--- src/rtl/alu_ops_pkg.sv ---
package alu_ops_pkg;

    typedef enum logic [2:0] {
        OP_AND  = 3'b000,
        OP_OR   = 3'b001,
        OP_NOTA = 3'b010,
        OP_XOR  = 3'b011,
        OP_ADD  = 3'b100,
        OP_SUB  = 3'b101,
        OP_INC  = 3'b110,
        OP_DEC  = 3'b111
    } alu_op_e;

    // Arithmetic-side control, one field per opcode bit role
    typedef struct packed {
        logic use_const;   // second operand is constant one
        logic subtract;    // invert operand, carry-in of one
    } arith_ctl_t;

    function automatic logic picks_arith(alu_op_e op);
        return op[2];
    endfunction

    function automatic arith_ctl_t decode_arith(alu_op_e op);
        arith_ctl_t c;
        c.use_const = op[1];
        c.subtract  = op[0];
        return c;
    endfunction

endpackage

--- src/rtl/alu_full_adder.sv ---
module alu_full_adder (
    input  logic x_in,
    input  logic y_in,
    input  logic c_in,
    output logic s_out,
    output logic c_out
);
    always_comb begin
        s_out = x_in ^ y_in ^ c_in;
        c_out = (x_in & y_in) | (x_in & c_in) | (y_in & c_in);
    end
endmodule

--- src/rtl/alu_bitwise_unit.sv ---
module alu_bitwise_unit #(
    parameter int WIDTH = 4
) (
    input  logic [WIDTH-1:0] a_in,
    input  logic [WIDTH-1:0] b_in,
    input  logic [1:0]       pick,
    output logic [WIDTH-1:0] f_out
);
    localparam int NUM_FUNCS = 4;

    logic [WIDTH-1:0] cand [NUM_FUNCS];

    always_comb begin
        cand[0] = a_in & b_in;
        cand[1] = a_in | b_in;
        cand[2] = ~a_in;
        cand[3] = a_in ^ b_in;
        f_out   = cand[pick];
    end
endmodule

--- src/rtl/alu_addsub_unit.sv ---
module alu_addsub_unit
    import alu_ops_pkg::*;
#(
    parameter int WIDTH = 4
) (
    input  logic [WIDTH-1:0] a_in,
    input  logic [WIDTH-1:0] b_in,
    input  arith_ctl_t       ctl,
    output logic [WIDTH-1:0] sum_out,
    output logic             carry_out,
    output logic             ovf_out
);
    localparam int MSB = WIDTH - 1;

    logic [WIDTH-1:0] operand2;
    logic [WIDTH-1:0] operand2_x;
    logic [WIDTH:0]   chain;

    always_comb begin
        operand2   = ctl.use_const ? WIDTH'(1) : b_in;
        operand2_x = ctl.subtract ? ~operand2 : operand2;
        chain[0]   = ctl.subtract;
    end

    for (genvar i = 0; i < WIDTH; i++) begin : g_stage
        alu_full_adder u_fa (
            .x_in  (a_in[i]),
            .y_in  (operand2_x[i]),
            .c_in  (chain[i]),
            .s_out (sum_out[i]),
            .c_out (chain[i+1])
        );
    end

    always_comb begin
        carry_out = chain[WIDTH];
        ovf_out   = chain[MSB] ^ chain[WIDTH];
    end
endmodule

--- src/rtl/eight_op_alu.sv ---
module eight_op_alu
    import alu_ops_pkg::*;
#(
    parameter int WIDTH = 4
) (
    input  logic [WIDTH-1:0] a_in,
    input  logic [WIDTH-1:0] b_in,
    input  logic [2:0]       op_sel,
    output logic [WIDTH-1:0] f_out,
    output logic             carry_out,
    output logic             ovf_out
);
    localparam int MSB = WIDTH - 1;

    alu_op_e          op;
    arith_ctl_t       actl;
    logic [WIDTH-1:0] logic_f;
    logic [WIDTH-1:0] arith_f;
    logic             arith_c;
    logic             arith_v;

    always_comb begin
        op   = alu_op_e'(op_sel);
        actl = decode_arith(op);
    end

    alu_bitwise_unit #(.WIDTH(WIDTH)) u_bitwise (
        .a_in  (a_in),
        .b_in  (b_in),
        .pick  (op_sel[1:0]),
        .f_out (logic_f)
    );

    alu_addsub_unit #(.WIDTH(WIDTH)) u_addsub (
        .a_in      (a_in),
        .b_in      (b_in),
        .ctl       (actl),
        .sum_out   (arith_f),
        .carry_out (arith_c),
        .ovf_out   (arith_v)
    );

    always_comb begin
        if (picks_arith(op)) begin
            f_out     = arith_f;
            carry_out = arith_c;
            ovf_out   = arith_v;
        end else begin
            f_out     = logic_f;
            carry_out = 1'b0;
            ovf_out   = 1'b0;
        end
    end

    // Output-level checks against operand relations
    always_comb begin
        if (!op_sel[2]) begin
            p_logic_flags_r4: assert (!carry_out && !ovf_out)
                else $error("R4 flags set on logic opcode");
        end
        if (op_sel == 3'b100) begin
            p_add_sum_r2: assert ({carry_out, f_out} == ({1'b0, a_in} + {1'b0, b_in}))
                else $error("R2 add sum mismatch");
            p_add_sign_r5: assert (ovf_out == ((a_in[MSB] == b_in[MSB]) && (f_out[MSB] != a_in[MSB])))
                else $error("R5 add overflow rule");
            if (a_in[MSB] != b_in[MSB]) begin
                p_no_overflow_r6: assert (!ovf_out)
                    else $error("R6 mixed-sign add overflowed");
            end
        end
        if (op_sel == 3'b101) begin
            p_sub_sign_r5: assert (ovf_out == ((a_in[MSB] != b_in[MSB]) && (f_out[MSB] != a_in[MSB])))
                else $error("R5 sub overflow rule");
        end
        if (op_sel == 3'b110) begin
            p_inc_value_r3: assert (f_out == a_in + WIDTH'(1))
                else $error("R3 increment mismatch");
        end
    end
endmodule

--- config.mk ---
export PLATFORM = sky130hd
export DESIGN_NAME = eight_op_alu
export DESIGN_NICKNAME = d
export VERILOG_FILES = /design/src/rtl/alu_ops_pkg.sv /design/src/rtl/alu_full_adder.sv /design/src/rtl/alu_bitwise_unit.sv /design/src/rtl/alu_addsub_unit.sv /design/src/rtl/eight_op_alu.sv
export SDC_FILE = /design/constraint.sdc
export NUM_CORES = 1
export LEC_CHECK = 0
export ABC_AREA = 1
export CORE_AREA = 2 2 39 41
export DETAILED_ROUTE_END_ITERATION = 10
export DIE_AREA = 0 0 41 43
export GPL_TIMING_DRIVEN = 0
export PLACE_DENSITY = 0.69
export RECOVER_POWER = 100
export REMOVE_ABC_BUFFERS = 1
export SYNTH_ARGS = -nofsm -noshare
export SYNTH_HDL_FRONTEND = slang
export SYNTH_SLANG_ARGS = --single-unit
export TNS_END_PERCENT = 30
--- constraint.sdc ---
create_clock -name vclk -period 4
set_input_delay 1.2 -clock vclk [all_inputs]
set_output_delay 1.2 -clock vclk [all_outputs]
set_load 0.01 [all_outputs]
# --- Word level (Yosys, flattened, before mapping) ---
# Cells that the tools add are included.
word_totals:
  register_bits: 0
  latch_bits: 0
  ramBits: 0
  rom_bits: 0
  inputBits: 11
  output_inout_bits: 6
  word_cells: 44
  mem_count: 0
classes:
  addsub: 0
  mul: 0
  n_div: 0
  n_lt_le_gt_ge: 1
  n_eq_ne: 0
  shift: 0
  n_mux: 8
  bitwise_logic: 35
  n_reduce_logical: 0
ops:
  columns: ["operator", "n"]
  rows:
  - ["$mux W4", 5]
  - ["$and A1 B1 Y1", 12]
  - ["$xor A1 B1 Y1", 9]
  - ["$bmux W4 S2", 1]
  - ["$not A4 Y4", 2]
  - ["$or A1 B1 Y1", 8]
  - ["$and A4 B4 Y4", 1]
  - ["$or A4 B4 Y4", 1]
  - ["$xor A4 B4 Y4", 1]
  - ["$ge A3 B3 Y1 const B", 1]
  - ["$not A2 Y3", 1]
  - ["$mux W1", 2]

# --- Longest topological paths before layout ---
logic_depth:
  word_depth: 17
  depth_mapped: 9
  ltp_nobuf: 9

# --- By module ---
# From an unflattened synthesis, not the netlist that was laid out.
unflattened:
  cells_unflattened: 95
  hier_area_um2: 519.2
by_module_without_submodules:
  columns: ["mod", "n_inst", "cells_each", "area_per_inst_um2", "seq_area_each_um2"]
  rows:
  - ["alu_bitwise_unit", 1, 55, 294.0, 0.0]
  - ["alu_addsub_unit", 1, 19, 81.3, 0.0]
  - ["alu_full_adder", 4, 1, 20.0, 0.0]
  - ["eight_op_alu", 1, 17, 63.8, 0.0]

# --- Worst setup path before layout ---
# Ideal clock, no wire load.
synth_timing:
  path_type: "in2out"
  start: "input port op_sel[1]"
  end: "output port f_out[3]"
  arrival_ps: 2777
  t_required_ps: 2800
  path_slack_ps: 23
  path_stages: 7
  path_buffers: 0
  cell_sequence: "inv_2 nand2_1 xor2_1 fa_1 fa_1 xor2_1 o21ai_0"
synth_between:
  elab_chain_cells: 14
  word_cells_on_any_way: 24
  cone_classes: "mux (6); bitwise (18)"
synth_lines:
  columns: ["item", "line_no", "source"]
  rows:
  - ["start: declaration", "eight_op_alu.sv:8", "input logic [2:0] op_sel,"]
  - ["$mux W4", "alu_addsub_unit.sv:20", "operand2 = ctl.use_const ? WIDTH'(1) : b_in;"]
  - ["$not A4 Y4", "alu_addsub_unit.sv:21", "operand2_x = ctl.subtract ? ~operand2 : operand2;"]
  - ["$mux W4", "alu_addsub_unit.sv:21", null]
  - ["$and A1 B1 Y1", "alu_full_adder.sv:10", "c_out = (x_in & y_in) | (x_in & c_in) | (y_in & c_in);"]
  - ["$or A1 B1 Y1 (2 in a row)", "alu_full_adder.sv:10", null]
  - ["$and A1 B1 Y1", "alu_full_adder.sv:10", null]
  - ["$or A1 B1 Y1 (2 in a row)", "alu_full_adder.sv:10", null]
  - ["$and A1 B1 Y1", "alu_full_adder.sv:10", null]
  - ["$or A1 B1 Y1 (2 in a row)", "alu_full_adder.sv:10", null]
  - ["$xor A1 B1 Y1", "alu_full_adder.sv:9", "s_out = x_in ^ y_in ^ c_in;"]
  - ["$mux W4 *", "eight_op_alu.sv:44", "if (picks_arith(op)) begin"]
  - ["end: declaration", "eight_op_alu.sv:9", "output logic [WIDTH-1:0] f_out,"]
# Mark *: on every way between the ends. The rest lies on a longest branch, timed or not. The select of a mux whose other input is x is not followed.

# --- Worst setup path in the final report ---
layout_timing:
  start: "input port op_sel[1]"
  end: "output port f_out[2]"
layout_between:
  elab_chain_cells: 11
  word_cells_on_any_way: 19
  cone_classes: "mux (6); bitwise (13)"
layout_lines:
  columns: ["item", "line_no"]
  rows:
  - ["$mux W4", "alu_addsub_unit.sv:20"]
  - ["$not A4 Y4", "alu_addsub_unit.sv:21"]
  - ["$mux W4", "alu_addsub_unit.sv:21"]
  - ["$and A1 B1 Y1", "alu_full_adder.sv:10"]
  - ["$or A1 B1 Y1 (2 in a row)", "alu_full_adder.sv:10"]
  - ["$and A1 B1 Y1", "alu_full_adder.sv:10"]
  - ["$or A1 B1 Y1 (2 in a row)", "alu_full_adder.sv:10"]
  - ["$xor A1 B1 Y1", "alu_full_adder.sv:9"]
  - ["$mux W4 *", "eight_op_alu.sv:44"]
# Marks and branches as above.

==> flow_summary_export.csv <==
group,metric,value,unit
cells_and_area,multi_input_area,471.7,sq um
global_route,grt_first_pass_wirelength,1.849,mm
sta,setup_viol,0,
floorplanning,row_count,14,
floorplanning,start_util,36.89,%
cells_and_area,final_util,56.24,%
setup_path,endpoint_kind,"output pin",
global_route,antenna_found_initial,0,
place,hpwl,872.7,um
sta,period_minus_slack,3.964,ns
cells_and_area,synthToLayoutAreaGrowth,52.45,%
synth,avgSynthCellArea,5.868,sq um
worst_hold_path,holdCritStartpoint,"op_sel[1]",
setup_path,required,2.80,ns
sta,slew_violations,0,
clocking,cts_hold_buf,0,
power,p_leak,0.4302,nW
floorplanning,ios,17,
worst_hold_path,hold_end,"f_out[2]",
sta,tightest_slew,0.2365,ns
place,io_buffers,17,
detailed_routing,drc_errors,0,
cells_and_area,instances_no_fill,127,
setup_path,crit_type,"in -> out",
sta,final_hold_viol_count,0,
detailed_routing,avgRoutedWirePerCell,9.591,um
global_route,grt_usage,14.06,%
cells_and_area,seq_cells,0,
job,cap_violations,0,
floorplanning,core_region_area,1384,sq um
detailed_routing,wl,1.218,mm
cells_and_area,regArea,0,sq um
power,p_per_area,123.1,nW/um^2
worst_hold_path,whs_path_depth,6,
run_status,outcome,"completed",
detailed_routing,vias_per_cell,4.575,
global_route,grt_max_degree,16,
cells_and_area,final_cell_mix,"nand2_1, inv_1, ha_1",
sta,slew-limit-headroom,84.20,%
synth,synthCells,87,
floorplanning,die_h,43,um
floorplanning,die_area,1763,sq um
synth,ys_warn_count,0,
setup_path,startpoint_type,"input pin",
worst_hold_path,hold_class,"in -> out",
place,placedCellCount,119,
detailed_routing,ant_nets,0,
synth,netlist_area,510.5,sq um
place,place.gp.congestion,0.6859,
floorplanning,die_x,41,um
detailed_routing,vias,581,
cells_and_area,drive_gt1_share,33.33,%
sta,max_freq,252.3,MHz
cells_and_area,n_clock_buffer,0,
power,ir_worst_vdd,0.04885,mV
detailed_routing,dr.pass1.iters,4,
synth,synthDistinctLibCells,15,
synth,seq_area_frac_synth,0,%
cells_and_area,layout_commonest_cell,"nand2_1",
global_route,first_global_vias,486,
cells_and_area,diodes,0,
cells_and_area,nFillCells,137,
global_route,grt-ovfl-total,0,
setup_path,worstPathMaxFanout,7,
setup_path,arrival,2.76,ns
sta,finalCritPeriodShare,99.10,%
cells_and_area,nets,135,
detailed_routing,drtIter0Drc,5,
-- report_power, final --
part	switching [mW]	total (mW)	internal (mW)
sequential	0	0	0
combinational	0.0481	0.0958	0.0476
clock	0	0	0
total	0.0481	0.0958	0.0476
-- through the flow --
step	power [mW]	TNS [ns]	area [sq um]	hold slack, ns	worst slack, ns
2_1_floorplan	0.04585	0	499.2	2.522	0.02315
3_3_place_gp	0.08457	-7.103	689.4	3.445	-1.438
3_5_place_dp	0.08619	-7.096	689.4	3.447	-1.436
4_1_cts	0.08997	-0.02170	718.2	2.861	-0.02170
5_1_grt	0.1078	-0.02352	778.2	2.906	-0.01223
6_report	0.09577	0	778.2	2.834	0.03614
-- critical path, cell delays in order --
cell and delay (ns):
buf_6 0.12, o21ai_4 0.17, nand2_2 0.08, fa_2 0.38, fa_2 0.40, or2_4 0.25, nand2_2 0.06, buf_6 0.09
-- cell families (layout without fill, tap and decap cells) --
family | count (synthesis) | in the layout | synth area share, %
AO/OA/AOI/OAI | 8 | 8 | 8.578
buffers and inverters | 18 | 42 | 14.71
XOR/XNOR | 3 | 3 | 5.148
AND/OR/NAND/NOR | 47 | 47 | 41.67
adder cells (fa/ha/maj) | 11 | 11 | 29.90
-- cell usage after synthesis, drive strengths merged --
cell type,number,area share [%]
a21oi,2,2.7
buf,1,2.2
fa,2,7.8
ha,9,22
inv,17,12
nand2,36,28
nand3,7,9.3
nor2,2,1.5
o21ai,6,5.9
or2,2,2.5
xor2,3,5.1
-- area by class of cell --
| type | instances | area share (%) |
|---|---|---|
| Inverter | 17 | 9.003 |
| Tap cell | 16 | 2.572 |
| Timing Repair Buffer | 25 | 27.81 |
| Multi-Input combinational cell | 69 | 60.61 |
-- layer usage --
layer  share of wire, %  vias up  routed length, um  GRT usage (%)
li1                   -      313                  -              -
met5                  0        -                  0              0
met4                  0        0                  0          2.000
met2                 52       11                631          24.69
met1                 44      257                541          18.65
met3                3.6        0                 44              0
-- what timing repair did --
| action | in CTS | in global routing |
|---|---|---|
| hold endpoints to repair | 0 | 0 |
| gates resized for setup | 60 | 6 |
| pin swaps | 5 | 6 |
| setup buffers | 3 | 5 |
| endpoints found under the setup margin | 6 | 4 |
-- worst max-delay path by stage --
stage / depth (start not counted) / end / startpoint
final: 8 / f_out[2] / op_sel[1]
after CTS: 8 / f_out[2] / b_in[1]
after global placement: 10 / carry_out / op_sel[0]
after global routing: 8 / f_out[3] / op_sel[1]
after floorplan: 7 / f_out[3] / op_sel[1]
after detailed placement: 10 / carry_out / op_sel[0]
Power figures use the tool's default switching activity.
